`config.mk`:
```
export PLATFORM = sky130hd
export DESIGN_NAME = pfc_engine
export DESIGN_NICKNAME = d
export VERILOG_FILES = /design/src/rtl/pfc_pkg.sv /design/src/rtl/pfc_sched.sv /design/src/rtl/pfc_fetch.sv /design/src/rtl/pfc_store.sv /design/src/rtl/pfc_engine.sv
export SDC_FILE = /design/constraint.sdc
export NUM_CORES = 1
export LEC_CHECK = 0
export BUFFER_PORTS_ARGS = -buffer_cell sky130_fd_sc_hd__buf_2
export CORE_ASPECT_RATIO = 1.25
export CORE_MARGIN = 1.5
export CORE_UTILIZATION = 55
export CTS_CLUSTER_DIAMETER = 60
export DETAILED_ROUTE_END_ITERATION = 12
export PLACE_DENSITY = 0.82
export SLEW_MARGIN = 20
export SYNTH_ARGS = -nofsm -noshare
export SYNTH_HDL_FRONTEND = slang
export SYNTH_SLANG_ARGS = --single-unit
```
`constraint.sdc`:
```
create_clock -name clk_i -period 7.4 [get_ports clk_i]
set_clock_uncertainty 0.15 [all_clocks]
set_input_delay 0.37 -clock clk_i [delete_from_list [all_inputs] [get_ports clk_i]]
set_output_delay 0.37 -clock clk_i [all_outputs]
set_load 0.02 [all_outputs]
```
`src/rtl/pfc_pkg.sv`:
```
package pfc_pkg;

    localparam int unsigned BYTE_W = 8;
    localparam int unsigned DEV_W  = 7;

    typedef enum logic [2:0] {
        REG_PERIOD = 3'd0,
        REG_OFFSET = 3'd1,
        REG_LENGTH = 3'd2,
        REG_TSEL   = 3'd3,
        REG_DEV0   = 3'd4,
        REG_DEV1   = 3'd5,
        REG_CTRL   = 3'd6
    } cfg_reg_e;

    localparam int unsigned CTRL_START   = 0;
    localparam int unsigned CTRL_STOP    = 1;
    localparam int unsigned CTRL_RELEASE = 2;
    localparam int unsigned CTRL_ERRCLR  = 3;

    typedef enum logic [1:0] {
        F_IDLE  = 2'd0,
        F_ISSUE = 2'd1,
        F_GAP   = 2'd2
    } fetch_state_e;

endpackage

```
`src/rtl/pfc_sched.sv`:
```
module pfc_sched #(
    parameter int unsigned CLKS_PER_TICK = 625000,
    parameter int unsigned PERIOD_W      = 8
) (
    input  logic                clk_i,
    input  logic                rst_ni,
    input  logic                start_i,
    input  logic                stop_i,
    input  logic [PERIOD_W-1:0] period_i,
    output logic                launch_o
);
    localparam int unsigned PRE_W = (CLKS_PER_TICK > 1) ? $clog2(CLKS_PER_TICK) : 1;

    typedef struct packed {
        logic [PRE_W-1:0]    pre;
        logic [PERIOD_W-1:0] ticks;
        logic                active;
        logic                launch;
    } sched_t;

    sched_t s_q, s_d;
    logic   tick;

    always_comb begin
        s_d        = s_q;
        s_d.launch = 1'b0;
        tick       = (s_q.pre == PRE_W'(CLKS_PER_TICK - 1));
        s_d.pre    = tick ? '0 : s_q.pre + 1'b1;
        if (stop_i) begin
            s_d.active = 1'b0;
            s_d.ticks  = '0;
        end else if (start_i) begin
            s_d.active = (period_i != '0);
            s_d.ticks  = '0;
            s_d.launch = 1'b1;
        end else if (s_q.active && (period_i == '0)) begin
            s_d.active = 1'b0;
            s_d.ticks  = '0;
        end else if (s_q.active && tick) begin
            if (({1'b0, s_q.ticks} + 1'b1) >= {1'b0, period_i}) begin
                s_d.ticks  = '0;
                s_d.launch = 1'b1;
            end else begin
                s_d.ticks = s_q.ticks + 1'b1;
            end
        end
    end

    always_ff @(posedge clk_i) begin
        if (!rst_ni) s_q <= '0;
        else         s_q <= s_d;
    end

    assign launch_o = s_q.launch;

    // a stop command leaves no launch behind it
    p_stop_quiet_r4: assert property (@(posedge clk_i) disable iff (!rst_ni)
        stop_i |=> !launch_o);

endmodule

```
`src/rtl/pfc_fetch.sv`:
```
module pfc_fetch
    import pfc_pkg::*;
#(
    parameter int unsigned MAX_LEN = 32,
    parameter int unsigned LEN_W   = $clog2(MAX_LEN + 1),
    parameter int unsigned IDX_W   = (MAX_LEN > 1) ? $clog2(MAX_LEN) : 1
) (
    input  logic                           clk_i,
    input  logic                           rst_ni,
    input  logic                           launch_i,
    input  logic [BYTE_W-1:0]              win_off_i,
    input  logic [LEN_W-1:0]               win_len_i,
    input  logic [DEV_W-1:0]               dev_i,
    output logic                           bus_req_o,
    output logic [DEV_W-1:0]               bus_dev_o,
    output logic [BYTE_W-1:0]              bus_off_o,
    input  logic                           bus_done_i,
    input  logic                           bus_nack_i,
    input  logic [BYTE_W-1:0]              bus_rdata_i,
    output logic                           commit_o,
    output logic                           abort_o,
    output logic [MAX_LEN-1:0][BYTE_W-1:0] stage_o,
    output logic [BYTE_W-1:0]              snap_off_o,
    output logic [LEN_W-1:0]               snap_len_o
);
    typedef struct packed {
        fetch_state_e                  st;
        logic [IDX_W-1:0]              idx;
        logic [BYTE_W-1:0]             off;
        logic [LEN_W-1:0]              len;
        logic [DEV_W-1:0]              dev;
        logic [MAX_LEN-1:0][BYTE_W-1:0] stage;
        logic                          commit;
        logic                          abort;
    } fetch_t;

    fetch_t f_q, f_d;
    logic   last_byte;

    always_comb begin
        f_d        = f_q;
        f_d.commit = 1'b0;
        f_d.abort  = 1'b0;
        last_byte  = ((LEN_W'(f_q.idx) + 1'b1) == f_q.len);
        case (f_q.st)
            F_IDLE: begin
                if (launch_i) begin
                    f_d.st  = F_ISSUE;
                    f_d.idx = '0;
                    f_d.off = win_off_i;
                    f_d.len = win_len_i;
                    f_d.dev = dev_i;
                end
            end
            F_ISSUE: begin
                if (bus_done_i) begin
                    if (bus_nack_i) begin
                        f_d.st    = F_IDLE;
                        f_d.abort = 1'b1;
                    end else begin
                        f_d.stage[f_q.idx] = bus_rdata_i;
                        if (last_byte) begin
                            f_d.st     = F_IDLE;
                            f_d.commit = 1'b1;
                        end else begin
                            f_d.idx = f_q.idx + 1'b1;
                            f_d.st  = F_GAP;
                        end
                    end
                end
            end
            F_GAP:   f_d.st = F_ISSUE;
            default: f_d.st = F_IDLE;
        endcase
    end

    always_ff @(posedge clk_i) begin
        if (!rst_ni) begin
            f_q     <= '0;
            f_q.st  <= F_IDLE;
            f_q.len <= LEN_W'(1);
        end else begin
            f_q <= f_d;
        end
    end

    assign bus_req_o  = (f_q.st == F_ISSUE);
    assign bus_dev_o  = f_q.dev;
    assign bus_off_o  = f_q.off + BYTE_W'(f_q.idx);
    assign commit_o   = f_q.commit;
    assign abort_o    = f_q.abort;
    assign stage_o    = f_q.stage;
    assign snap_off_o = f_q.off;
    assign snap_len_o = f_q.len;

    // a pending request keeps its offset and device until done
    p_req_hold_r2: assert property (@(posedge clk_i) disable iff (!rst_ni)
        (bus_req_o && !bus_done_i) |=> (bus_req_o && $stable(bus_off_o) && $stable(bus_dev_o)));

    // a refused byte ends the fetch and signals the abort
    p_nack_stop_r7: assert property (@(posedge clk_i) disable iff (!rst_ni)
        (bus_req_o && bus_done_i && bus_nack_i) |=> (!bus_req_o && abort_o && !commit_o));

endmodule

```
`src/rtl/pfc_store.sv`:
```
module pfc_store
    import pfc_pkg::*;
#(
    parameter int unsigned MAX_LEN = 32,
    parameter int unsigned LEN_W   = $clog2(MAX_LEN + 1),
    parameter int unsigned IDX_W   = (MAX_LEN > 1) ? $clog2(MAX_LEN) : 1
) (
    input  logic                           clk_i,
    input  logic                           rst_ni,
    input  logic                           commit_i,
    input  logic                           abort_i,
    input  logic                           release_i,
    input  logic [MAX_LEN-1:0][BYTE_W-1:0] stage_i,
    input  logic [BYTE_W-1:0]              snap_off_i,
    input  logic [LEN_W-1:0]               snap_len_i,
    input  logic                           host_rd_i,
    input  logic [BYTE_W-1:0]              host_addr_i,
    output logic                           gate_o,
    output logic                           hit_o,
    output logic [BYTE_W-1:0]              data_o
);
    typedef struct packed {
        logic                           gate;
        logic [BYTE_W-1:0]              off;
        logic [LEN_W-1:0]               len;
        logic [MAX_LEN-1:0][BYTE_W-1:0] mem;
    } store_t;

    store_t         s_q, s_d;
    logic [BYTE_W:0] diff;
    logic           in_win;

    always_comb begin
        s_d = s_q;
        if (commit_i) begin
            s_d.mem  = stage_i;
            s_d.off  = snap_off_i;
            s_d.len  = snap_len_i;
            s_d.gate = 1'b1;
        end
        if (abort_i)   s_d.gate = 1'b0;
        if (release_i) s_d.gate = 1'b0;
    end

    always_ff @(posedge clk_i) begin
        if (!rst_ni) begin
            s_q     <= '0;
            s_q.len <= LEN_W'(1);
        end else begin
            s_q <= s_d;
        end
    end

    always_comb begin
        diff   = {1'b0, host_addr_i} - {1'b0, s_q.off};
        in_win = !diff[BYTE_W] && ({1'b0, diff[BYTE_W-1:0]} < (BYTE_W + 1)'(s_q.len));
        hit_o  = host_rd_i && s_q.gate && in_win;
        data_o = hit_o ? s_q.mem[diff[IDX_W-1:0]] : '0;
    end

    assign gate_o = s_q.gate;

    // a completed fetch opens the gate unless released in the same cycle
    p_commit_serve_r5: assert property (@(posedge clk_i) disable iff (!rst_ni)
        (commit_i && !release_i) |=> gate_o);

    // an aborted fetch closes the gate
    p_abort_close_r7: assert property (@(posedge clk_i) disable iff (!rst_ni)
        abort_i |=> !gate_o);

    // the served copy changes only on a commit
    p_served_hold_r8: assert property (@(posedge clk_i) disable iff (!rst_ni)
        !commit_i |=> $stable(s_q.mem));

endmodule

```
`src/rtl/pfc_engine.sv`:
```
module pfc_engine
    import pfc_pkg::*;
#(
    parameter int unsigned CLKS_PER_TICK = 625000,
    parameter int unsigned MAX_LEN       = 32
) (
    input  logic       clk_i,
    input  logic       rst_ni,
    input  logic       cfg_we_i,
    input  logic [2:0] cfg_addr_i,
    input  logic [7:0] cfg_wdata_i,
    output logic       cfg_err_o,
    output logic       gate_o,
    output logic       bus_req_o,
    output logic [6:0] bus_dev_o,
    output logic [7:0] bus_off_o,
    input  logic       bus_done_i,
    input  logic       bus_nack_i,
    input  logic [7:0] bus_rdata_i,
    input  logic       host_rd_i,
    input  logic [7:0] host_addr_i,
    output logic       host_hit_o,
    output logic [7:0] host_data_o
);
    localparam int unsigned LEN_W    = $clog2(MAX_LEN + 1);
    localparam int unsigned IDX_W    = (MAX_LEN > 1) ? $clog2(MAX_LEN) : 1;
    localparam int unsigned PERIOD_W = 8;
    localparam logic [7:0]  MAX_LEN_B = 8'(MAX_LEN);

    typedef struct packed {
        logic [PERIOD_W-1:0] period;
        logic [BYTE_W-1:0]   off;
        logic [LEN_W-1:0]    len;
        logic                tsel;
        logic [DEV_W-1:0]    dev0;
        logic [DEV_W-1:0]    dev1;
        logic                err;
    } cfg_t;

    cfg_t c_q, c_d;
    logic start_p, stop_p, release_p;
    logic launch;
    logic commit, abort;
    logic [MAX_LEN-1:0][BYTE_W-1:0] stage;
    logic [BYTE_W-1:0] snap_off;
    logic [LEN_W-1:0]  snap_len;
    logic [DEV_W-1:0]  sel_dev;
    logic              gate;
    logic              errclr_wr;

    always_comb begin
        c_d       = c_q;
        start_p   = 1'b0;
        stop_p    = 1'b0;
        release_p = 1'b0;
        if (cfg_we_i) begin
            case (cfg_reg_e'(cfg_addr_i))
                REG_PERIOD: c_d.period = cfg_wdata_i;
                REG_OFFSET: begin
                    if (gate) c_d.err = 1'b1;
                    else      c_d.off = cfg_wdata_i;
                end
                REG_LENGTH: begin
                    if (gate || (cfg_wdata_i == 8'd0) || (cfg_wdata_i > MAX_LEN_B)) c_d.err = 1'b1;
                    else c_d.len = LEN_W'(cfg_wdata_i);
                end
                REG_TSEL: begin
                    if (gate) c_d.err  = 1'b1;
                    else      c_d.tsel = cfg_wdata_i[0];
                end
                REG_DEV0: c_d.dev0 = cfg_wdata_i[7:1];
                REG_DEV1: c_d.dev1 = cfg_wdata_i[7:1];
                REG_CTRL: begin
                    start_p   = cfg_wdata_i[CTRL_START];
                    stop_p    = cfg_wdata_i[CTRL_STOP];
                    release_p = cfg_wdata_i[CTRL_RELEASE];
                    if (cfg_wdata_i[CTRL_ERRCLR]) c_d.err = 1'b0;
                end
                default: ;
            endcase
        end
    end

    always_ff @(posedge clk_i) begin
        if (!rst_ni) begin
            c_q      <= '0;
            c_q.len  <= LEN_W'(1);
            c_q.dev0 <= 7'h50;
            c_q.dev1 <= 7'h51;
        end else begin
            c_q <= c_d;
        end
    end

    assign sel_dev = c_q.tsel ? c_q.dev1 : c_q.dev0;

    pfc_sched #(
        .CLKS_PER_TICK (CLKS_PER_TICK),
        .PERIOD_W      (PERIOD_W)
    ) sched_i (
        .clk_i    (clk_i),
        .rst_ni   (rst_ni),
        .start_i  (start_p),
        .stop_i   (stop_p),
        .period_i (c_q.period),
        .launch_o (launch)
    );

    pfc_fetch #(
        .MAX_LEN (MAX_LEN),
        .LEN_W   (LEN_W),
        .IDX_W   (IDX_W)
    ) fetch_i (
        .clk_i       (clk_i),
        .rst_ni      (rst_ni),
        .launch_i    (launch),
        .win_off_i   (c_q.off),
        .win_len_i   (c_q.len),
        .dev_i       (sel_dev),
        .bus_req_o   (bus_req_o),
        .bus_dev_o   (bus_dev_o),
        .bus_off_o   (bus_off_o),
        .bus_done_i  (bus_done_i),
        .bus_nack_i  (bus_nack_i),
        .bus_rdata_i (bus_rdata_i),
        .commit_o    (commit),
        .abort_o     (abort),
        .stage_o     (stage),
        .snap_off_o  (snap_off),
        .snap_len_o  (snap_len)
    );

    pfc_store #(
        .MAX_LEN (MAX_LEN),
        .LEN_W   (LEN_W),
        .IDX_W   (IDX_W)
    ) store_i (
        .clk_i       (clk_i),
        .rst_ni      (rst_ni),
        .commit_i    (commit),
        .abort_i     (abort),
        .release_i   (release_p),
        .stage_i     (stage),
        .snap_off_i  (snap_off),
        .snap_len_i  (snap_len),
        .host_rd_i   (host_rd_i),
        .host_addr_i (host_addr_i),
        .gate_o      (gate),
        .hit_o       (host_hit_o),
        .data_o      (host_data_o)
    );

    assign gate_o    = gate;
    assign cfg_err_o = c_q.err;
    assign errclr_wr = cfg_we_i && (cfg_addr_i == REG_CTRL) && cfg_wdata_i[CTRL_ERRCLR];

    // the error flag holds until an explicit clear
    p_err_sticky_r10: assert property (@(posedge clk_i) disable iff (!rst_ni)
        (cfg_err_o && !errclr_wr) |=> cfg_err_o);

    // an offset write while serving leaves the offset and raises the error
    p_off_locked_r9: assert property (@(posedge clk_i) disable iff (!rst_ni)
        (gate && cfg_we_i && (cfg_addr_i == REG_OFFSET)) |=> ($stable(c_q.off) && cfg_err_o));

endmodule

```
======== Word level (Yosys, flattened, before mapping) ========
Index checks and enable logic that the tools add are counted.
word-level totals
  register bits ........................... 625
  word-level logic and storage cells ...... 189
  output and inout bits ................... 27
operators by class
  $add $sub $neg .......................... 7
  equal/unequal tests ..................... 17
  reductions and logical operators ........ 35
  bitwise gates (word level) .............. 6
  multiplexer cells ....................... 33
  magnitude comparators ................... 6
operators with widths
  kind                                                 number
  bitwise mux 256 bit                                  1
  binary-select mux 8 bit (select 5 bit)               1
  demux 8 bit (select 5 bit)                           1
  two-way mux 8 bit                                    4
  two-way mux 28 bit                                   1
  adder 20 x 1 -> 20 bit (second input constant)       1
  == test 20 bit (second input constant)               1
  zero test 8 bit                                      2
  two-way mux 1 bit                                    15
  AND reduction 3 bit                                  5
  two-way mux 7 bit                                    2
  < comparator 5 x 6 -> 1 bit (second input constant)  2
  two-way mux 5 bit                                    2
  != test 2 bit (second input constant)                5
  one-hot mux 5 bit (2 select lines)                   1
  AND reduction 2 bit                                  5
  AND reduction 5 bit                                  2
  adder 8 x 1 -> 9 bit (second input constant)         1
  == test 3 bit (second input constant)                3
  >= comparator 9 x 8 -> 1 bit                         1
  subtractor 8 x 8 -> 9 bit                            1
  adder 8 x 1 -> 8 bit (second input constant)         1
  adder 8 x 5 -> 8 bit                                 1
  > comparator 8 x 6 -> 1 bit (second input constant)  1
  25 further kinds                                     44

======== Logic depth before layout (Yosys ltp) ========
Gate-level depths: netlist (run 1).
  word-level depth ........................ 6
  gate-level depth with buffers ........... 14
  gate-level depth less buffers ........... 13

======== By module ========
From an unflattened synthesis (run 1), not the netlist that was laid out.
unflattened totals
  cells, all modules ...................... 3074
  area total of the unflattened synthesis .. 29724.8 um^2
by module, submodules not included
  module      area each (um^2)  sequential area each (um^2)  cells each  times used
  pfc_fetch   13628.1           5725.5                       1545        1
  pfc_store   12673.4           5425.2                       1139        1
  pfc_sched   1773.0            600.6                        206         1
  pfc_engine  1650.3            760.7                        184         1

======== Worst setup path before layout (run 1) ========
OpenSTA, ideal clock, no wires.
  path type ............................... input to output
  start point ............................. input port host_addr_i[0]
  end point ............................... output port host_data_o[0]
  cell stages on the path ................. 13
  arrival ................................. 3.310 ns
  buffers on the path ..................... 1
  slack ................................... 3.570 ns
  required time ........................... 6.880 ns
  cells stage by stage .................... inv_1 -> ha_1 -> fa_1 -> nand2b_1 -> a21oi_1 -> xnor2_1 -> clkinv_1 -> clkbuf_1 -> ha_1 -> a21o_1 -> a211oi_1 -> o21ai_1 -> nor2_1
on the way
  cells in the longest elaborated chain, start to end .. 5
RTL lines
  element                                                         RTL line          source
  from (decl)                                                     pfc_engine.sv:21  input logic [7:0] host_addr_i,
  subtractor 8 x 8 -> 9 bit *                                     pfc_store.sv:55   diff = {1'b0, host_addr_i} - {1'b0, s_q.off};
  < comparator 8 x 6 -> 1 bit or zero test 1 bit (tied branches)  pfc_store.sv:56   in_win = !diff[BYTE_W] && ({1'b0, diff[BYTE_W-1:0]} < (BYTE_W + 1)'(s_q.len));
  logical AND 1 bit                                               pfc_store.sv:56
  logical AND 1 bit                                               pfc_store.sv:57   hit_o = host_rd_i && s_q.gate && in_win;
  two-way mux 8 bit *                                             pfc_store.sv:58   data_o = hit_o ? s_q.mem[diff[IDX_W-1:0]] : '0;
  to (decl)                                                       pfc_engine.sv:23  output logic [7:0] host_data_o
Every way passes the cells marked *; elsewhere a longest branch is shown, timed or not. The select of a mux whose other input is x is not followed.

======== Worst setup path after layout (run 1) ========
  start point ............................. register store_i.s_q[262] (netlist name)
  end point ............................... output port host_data_o[2]
on the way
  cells in the longest elaborated chain, start to end .. 5
RTL lines
  element                                                         RTL line         source
  from (decl)                                                     pfc_store.sv:29  store_t s_q, s_d;
  subtractor 8 x 8 -> 9 bit *                                     pfc_store.sv:55
  < comparator 8 x 6 -> 1 bit or zero test 1 bit (tied branches)  pfc_store.sv:56
  logical AND 1 bit                                               pfc_store.sv:56
  logical AND 1 bit                                               pfc_store.sv:57
  two-way mux 8 bit *                                             pfc_store.sv:58
Marked as above.

==> results of run 1 <==
-- worst max-delay path by stage --
| stage | end | slack [ns] | depth (start not counted) |
|---|---|---|---|
| 2_1_floorplan | host_data_o[0] | 3.57 | 13 |
| 3_5_place_dp | host_data_o[3] | 2.75 | 15 |
| 3_3_place_gp | host_data_o[4] | 2.86 | 15 |
| 6_report | host_data_o[2] | 2.25 | 13 |
| 5_1_grt | host_data_o[2] | 2.07 | 13 |
| 4_1_cts | host_data_o[4] | 2.23 | 13 |
-- cells by family after synthesis --
kind of cell | after synthesis
flip-flops | 625
AND/OR/NAND/NOR | 1202
AO/OA/AOI/OAI | 352
adder cells (fa/ha/maj) | 34
XOR/XNOR | 39
buffers and inverters | 267
multiplexers | 367
-- cells in the final DEF (no fill, tap or decap), types with 6 or more instances in the layout --
| master | n |
|---|---|
| nand2_1 | 447 |
| nor3_1 | 12 |
| o21ai_0 | 8 |
| mux4_2 | 64 |
| inv_1 | 38 |
| nand4_1 | 48 |
| ha_1 | 31 |
| xor2_1 | 17 |
| a211oi_1 | 11 |
| mux2i_1 | 301 |
| dlygate4sd3_1 | 17 |
| nand2b_1 | 7 |
| buf_2 | 59 |
| clkbuf_16 | 58 |
| xnor2_1 | 21 |
| a21oi_1 | 298 |
| clkbuf_8 | 12 |
| and3_1 | 7 |
| clkbuf_1 | 11 |
| clkinv_2 | 13 |
| bufinv_16 | 6 |
| nand3_1 | 282 |
| dfxtp_1 | 624 |
| nor2_1 | 357 |
| buf_4 | 24 |
-- synthesized netlist by cell type (all sizes together) (18+ instances only) --
master / number / share of area (%)
dfxtp: 625 / 48
ha: 32 / 1.5
xnor2: 21 / 0.71
nand4: 48 / 1.2
buf: 52 / 0.93
nand2: 447 / 6.5
clkbuf: 173 / 2.5
xor2: 18 / 0.61
nor2: 359 / 5.2
nand3: 283 / 5.5
mux4: 64 / 5.6
a21oi: 298 / 5.8
mux2i: 301 / 12
inv: 39 / 0.56
-- what timing repair did --
| action | in CTS | in global routing |
|---|---|---|
| setup endpoints to repair | 0 | 0 |
| endpoints found under the hold margin | 46 | 0 |
| hold buffers | 17 | 0 |
-- worst max-delay path, stage by stage, from the launching register on --
cell	delay, ns
dfxtp_1	0.34
ha_4	0.17
fa_4	0.45
nand2b_1	0.18
a21oi_1	0.19
xnor2_1	0.15
buf_4	0.26
clkinv_1	0.49
ha_1	0.50
a21o_1	0.18
a211oi_1	0.26
o21ai_1	0.39
nor2_1	0.25
buf_2	0.20
-- flip-flops by register name, summed over array words and instances, names as in the netlist --
register,count
store_i.s_q,270
fetch_i.stage_o,256
c_q,37
sched_i.s_q,29
fetch_i.snap_off_o,8
fetch_i.bus_dev_o,7
fetch_i.f_q,7
fetch_i.snap_len_o,6
cfg_err_o,1
fetch_i.abort_o,1
fetch_i.commit_o,1
sched_i.launch_o,1
store_i.gate_o,1
-- metrics by stage --
stage	worst slack (ns)	utilization [%]	hold WS, ns
after global routing	2.07	61.6	0.278
after CTS	2.23	61.5	0.235
after detailed placement	2.75	56.9	0.265
after floorplan	3.57	-	0.223
final	2.25	61.6	0.291
after global placement	2.86	56.9	0.236
-- layout make-up --
class	instances	area (µm²)	share of cell area [%]
Antenna cell	1	2.50	0.00877
Clock buffer	81	1660	5.81
Clock inverter	25	304	1.07
Inverter	42	165	0.579
Multi-Input combinational cell	1994	12400	43.5
Sequential cell	625	12500	43.9
Tap cell	630	788	2.76
Timing Repair Buffer	102	677	2.37
-- routing by layer --
layer	up-vias	global-route usage (%)	wire [µm]
li1	9759	-	-
met1	10200	32.4	26000
met2	856	45.0	31700
met3	188	4.06	4490
met4	0	11.8	2680
met5	-	0	0
-- where the power goes --
group	internal, mW	switching (mW)
clock network	1.77	1.30
logic	0.0676	0.195
registers	3.37	0.00452
==> metrics.txt, run 1 <==
vias in the first global route=around 20000; drt total wl=about 65000 µm; synthesis-to-finish area growth=10.1%; Synth Area in Adders=1.70%; maximum clock insertion buffer count=3; CTS resizes=0; Slew @ Worst Pin=1.12 ns; Fin. Hold Viols=0; Max Freq=about 190 MHz; synth warn=0; Max Fanout on Critical Path=17; Initial DRC Count=1851; Pwr Density=roughly 240 mW/mm²; period utilisation layout=69.6%; fraction of registers with async set/reset=0%; Synth Instances=about 2900; GRT Util Overall=roughly a quarter; Overflow after GRT=0; RSZ-0062 raised after global routing=false; setup bufs post-CTS=0; CTS Buf Count=between 50 and 60; Sink Count=around 630; Netlist cell types=59; maximum VDD drop=roughly 0.19 mV; Min-Delay Path Class=flop to flop; Port Buffers=59; Final setup viols=0; Leak Pwr=roughly 9.5 nW; DR vias=about 21000; core area=~0.046 mm²; Hold Crit Depth=1; first-pass GRT wire length=a little over 100000 µm; Worst-path clk slew=approximately 0.060 ns; hold path endpoint=store_i.gate_o; TritonCTS clock tree=built; Worst EP arrival=around 4.6 ns; outcome=complete, no violations; DP HPWL=40000 µm; R2R cell count=11; Net Count, Synth=2953; remaining antenna violation count=0; synthesis-stage register bit count=between 600 and 700; Setup crit start=store_i.s_q[262]; relative max-transition margin=between 20% and 30%; Mapped Area=between 0.02 and 0.03 mm²; setup TNS=0 ns; Synth Area in Compound Gates=under 10%; combinational family with the most area after synthesis=simple AND/OR/NAND/NOR gates; Final Max Slew Viols=0; EDFF count, synth=0; Hold Startpoint=fetch_i.abort_o; R2R Setup Slk=3.69 ns; Finished Layout Cells=3500; post-detailed-route via-to-cell ratio=about 6; GPL Wtd Cong=a little over 0.9; simple-gate area share of the yosys netlist=a little over 20%; dpl cells=between 3000 and 4000; Initial Util=55.9%; Worst R2R End=sched_i.launch_o; XOR/XNOR share of the synthesized area=approximately 1.3%; Post-route DRC=0; Worst setup EP type=output pin; Routed WL per cell=approximately 19 µm; Mean Syn Cell Area=~9 µm²; io pins=60; DP Area=~0.026 mm²; startpoint type of the worst setup path=flop; pin count of the biggest net entering global routing=200; drt first pass iters=8; final instance area=0.0285 mm²; initial antenna violation count=0; Tmin final=between 5 and 6 ns; die area=0.0485 mm²; Top FF cell, synth=dfxtp_1; register area share after synthesis=around half; Die Ht=246 µm; FF-to-FF Start=sched_i.s_q[4]; Rows=just under 90; Total Power=around 6.7 mW; WS Path Type=flop to output pin; portion of netlist area occupied by mux cells=17.3%; Worst EP required=6.88 ns; max capacitance violation total=0; clock latency on the worst-skew pair=roughly 0.63 ns; nets@finish=about 2900; clk root buf=clkbuf_16; share of layout cells above drive strength 1=around a tenth; DIE WIDTH=197 µm; H-tree Lvls=2; fillers=~3600
(Power assumes the default switching activity.)
==> run 2: changes to the inputs <==
- clock period: 7.4 -> 5.2 ns (I/O delays scaled with it)
==> run 2 against run 1 <==
Final area up 0.26%. Clock-buffer cell count up 4. Global-route usage up 0.21 points. Total power up 40%. Sequential power up 42%. Cell count about the same. First-iteration DRC count up 6.7%. Sequential share of layout area down 0.11 points.
==> metrics.txt, run 2 (synthesized netlist as in run 1, its figures left out) <==
outcome=complete, no violations; fillers=roughly 3500; DP Area=approximately 0.027 mm²; CTS resizes=0; first-pass GRT wire length=between 100000 and 150000 µm; routing usage on met3=3.42%; Setup WS pre-CTS=approximately 1.1 ns; sequential power share=~50%; Initial Util=a little under three fifths; cell internal pwr=~7.3 mW; maximum VDD drop=between 0.2 and 0.25 mV; Min-Delay Path Class=input port to flop; dpl cells=roughly 3400; Biggest register=store_i.s_q; startpoint type of the worst setup path=flop; nets@finish=between 2000 and 3000; vias in the first global route=about 20000; die area=between 0.04 and 0.05 mm²; RSZ-0062 raised after global routing=false; switching part of the total=22.0%; grt peak-use layer=met2; WS Path Type=flop to output pin; Final setup viols=0; Port Buffers=59; TritonCTS clock tree=built; Combinational Power Share=around 4.0%; DIE WIDTH=approximately 200 µm; final instance area=0.0286 mm²; Max Freq=roughly 210 MHz; Die Ht=between 200 and 250 µm; met2 usage in global routing=46.3%; antenna cell count=0; DR vias=about 21000; Pwr Density=roughly 330 mW/mm²; Worst setup EP type=output pin; Fin. Hold Viols=0; Routed WL per cell=between 15 and 20 µm; Final Max Slew Viols=0; H-tree Lvls=2; most frequent cells in the layout=624 x dfxtp_1, 447 x nand2_1, 357 x nor2_1, 301 x mux2i_1, 298 x a21oi_1; switching pwr=around 2.1 mW; max capacitance violation total=0; Util after Layout=around 62%; initial antenna violation count=0; Worst-path clk slew=~0.070 ns; Overflow after GRT=0; GRT Util Overall=between 20% and 30%; Clk pwr share=approximately 45%; DP HPWL=a little over 40000 µm; Tmin final=between 4 and 5 ns; io pins=60; Leak Pwr=roughly 9.5 nW; worst setup margin=around 0.52 ns; relative max-transition margin=about 28%; Largest register FFs=270; synthesis-to-finish area growth=10.4%; clock latency on the worst-skew pair=just under 0.6 ns; period utilisation layout=between 80% and 90%; Worst EP required=4.79 ns; Sink Count=625; Rows=88; M1 GR Usage=31.4%; clk root buf=clkbuf_16; setup TNS=0 ns; Max Fanout on Critical Path=17; Worst EP arrival=4.27 ns; GPL Wtd Cong=0.909; Slew @ Worst Pin=1.08 ns; drt first pass iters=6; CTS Buf Count=between 50 and 60; post-detailed-route via-to-cell ratio=around 6; share of layout cells above drive strength 1=about a tenth; Post-route DRC=0; most common cell after layout, fill and taps aside=dfxtp_1; pin count of the biggest net entering global routing=about 200; drt total wl=~66000 µm; core area=~0.046 mm²; maximum clock insertion buffer count=3; Initial DRC Count=1975; Finished Layout Cells=between 3000 and 4000; remaining antenna violation count=0
==> run 2: cell count changes in the layout (fill, tap and decap cells not counted), sizes merged <==
cell	delta
bufinv	-2
clkbuf	+4
dlygate4sd3	-1
diode	-1
buf	+8
clkinv	-6
inv	-2
clkinvlp	+3
==> run 2: critical path: stages (launching register included) <==
cell	delay, ns
dfxtp_1	0.33
ha_4	0.17
fa_4	0.45
nand2b_1	0.19
a21oi_1	0.21
xnor2_1	0.16
buf_4	0.27
clkinv_1	0.10
buf_4	0.21
ha_1	0.31
a21o_1	0.19
a211oi_1	0.24
o21ai_1	0.40
nor2_1	0.25
buf_2	0.19
==> run 2: per-stage QoR <==
| step | power [mW] | hold slack (ns) |
|---|---|---|
| CTS | 9.43 | 0.162 |
| global placement | 5.26 | 0.231 |
| finish | 9.41 | 0.179 |
| global route | 9.66 | 0.183 |
| detailed placement | 5.26 | 0.245 |
| floorplan | 5.15 | 0.220 |
==> run 2: per-layer routing <==
metal	routed length, µm	up-vias
met5	0	-
met4	3130	0
met3	4390	210
met2	33000	857
met1	25400	10200
li1	-	9763
==> run 2: power by group through the flow <==
stage | Combinational, mW | Clock (mW) | Sequential [mW]
detailed placement | 0.355 | 0 | 4.91
floorplan | 0.238 | 0 | 4.91
finish | 0.379 | 4.23 | 4.80
global placement | 0.348 | 0 | 4.91
CTS | 0.369 | 4.26 | 4.80
global route | 0.399 | 4.47 | 4.80
==> run 2: layout make-up <==
type                       instances  area, µm²  area share [%]
clock buffer                      85       1690            5.91
multi-input combinational       1994      12400            43.4
tap                              630        788            2.76
sequential                       625      12500            43.7
inverter                          42        165           0.577
timing repair buffer             109        818            2.86
clock inverter                    18        204           0.713
==> run 2: path summary, 6_finish.rpt <==
path | startpoint | to | slack [ns] | cells after the start
setup / recovery | store_i.s_q[262] | host_data_o[3] | 0.52 | 14
hold / removal | bus_rdata_i[3] | fetch_i.stage_o[51] | 0.18 | 3
setup reg to reg | sched_i.s_q[4] | sched_i.launch_o | 2.01 | 10
hold reg to reg | fetch_i.abort_o | store_i.gate_o | 0.25 | 1
==> run 2: what timing repair did <==
action,in CTS,in global routing
hold buffers,16,0
endpoints found under the setup margin,0,0
endpoints found under the hold margin,48,0
setup buffers,0,0
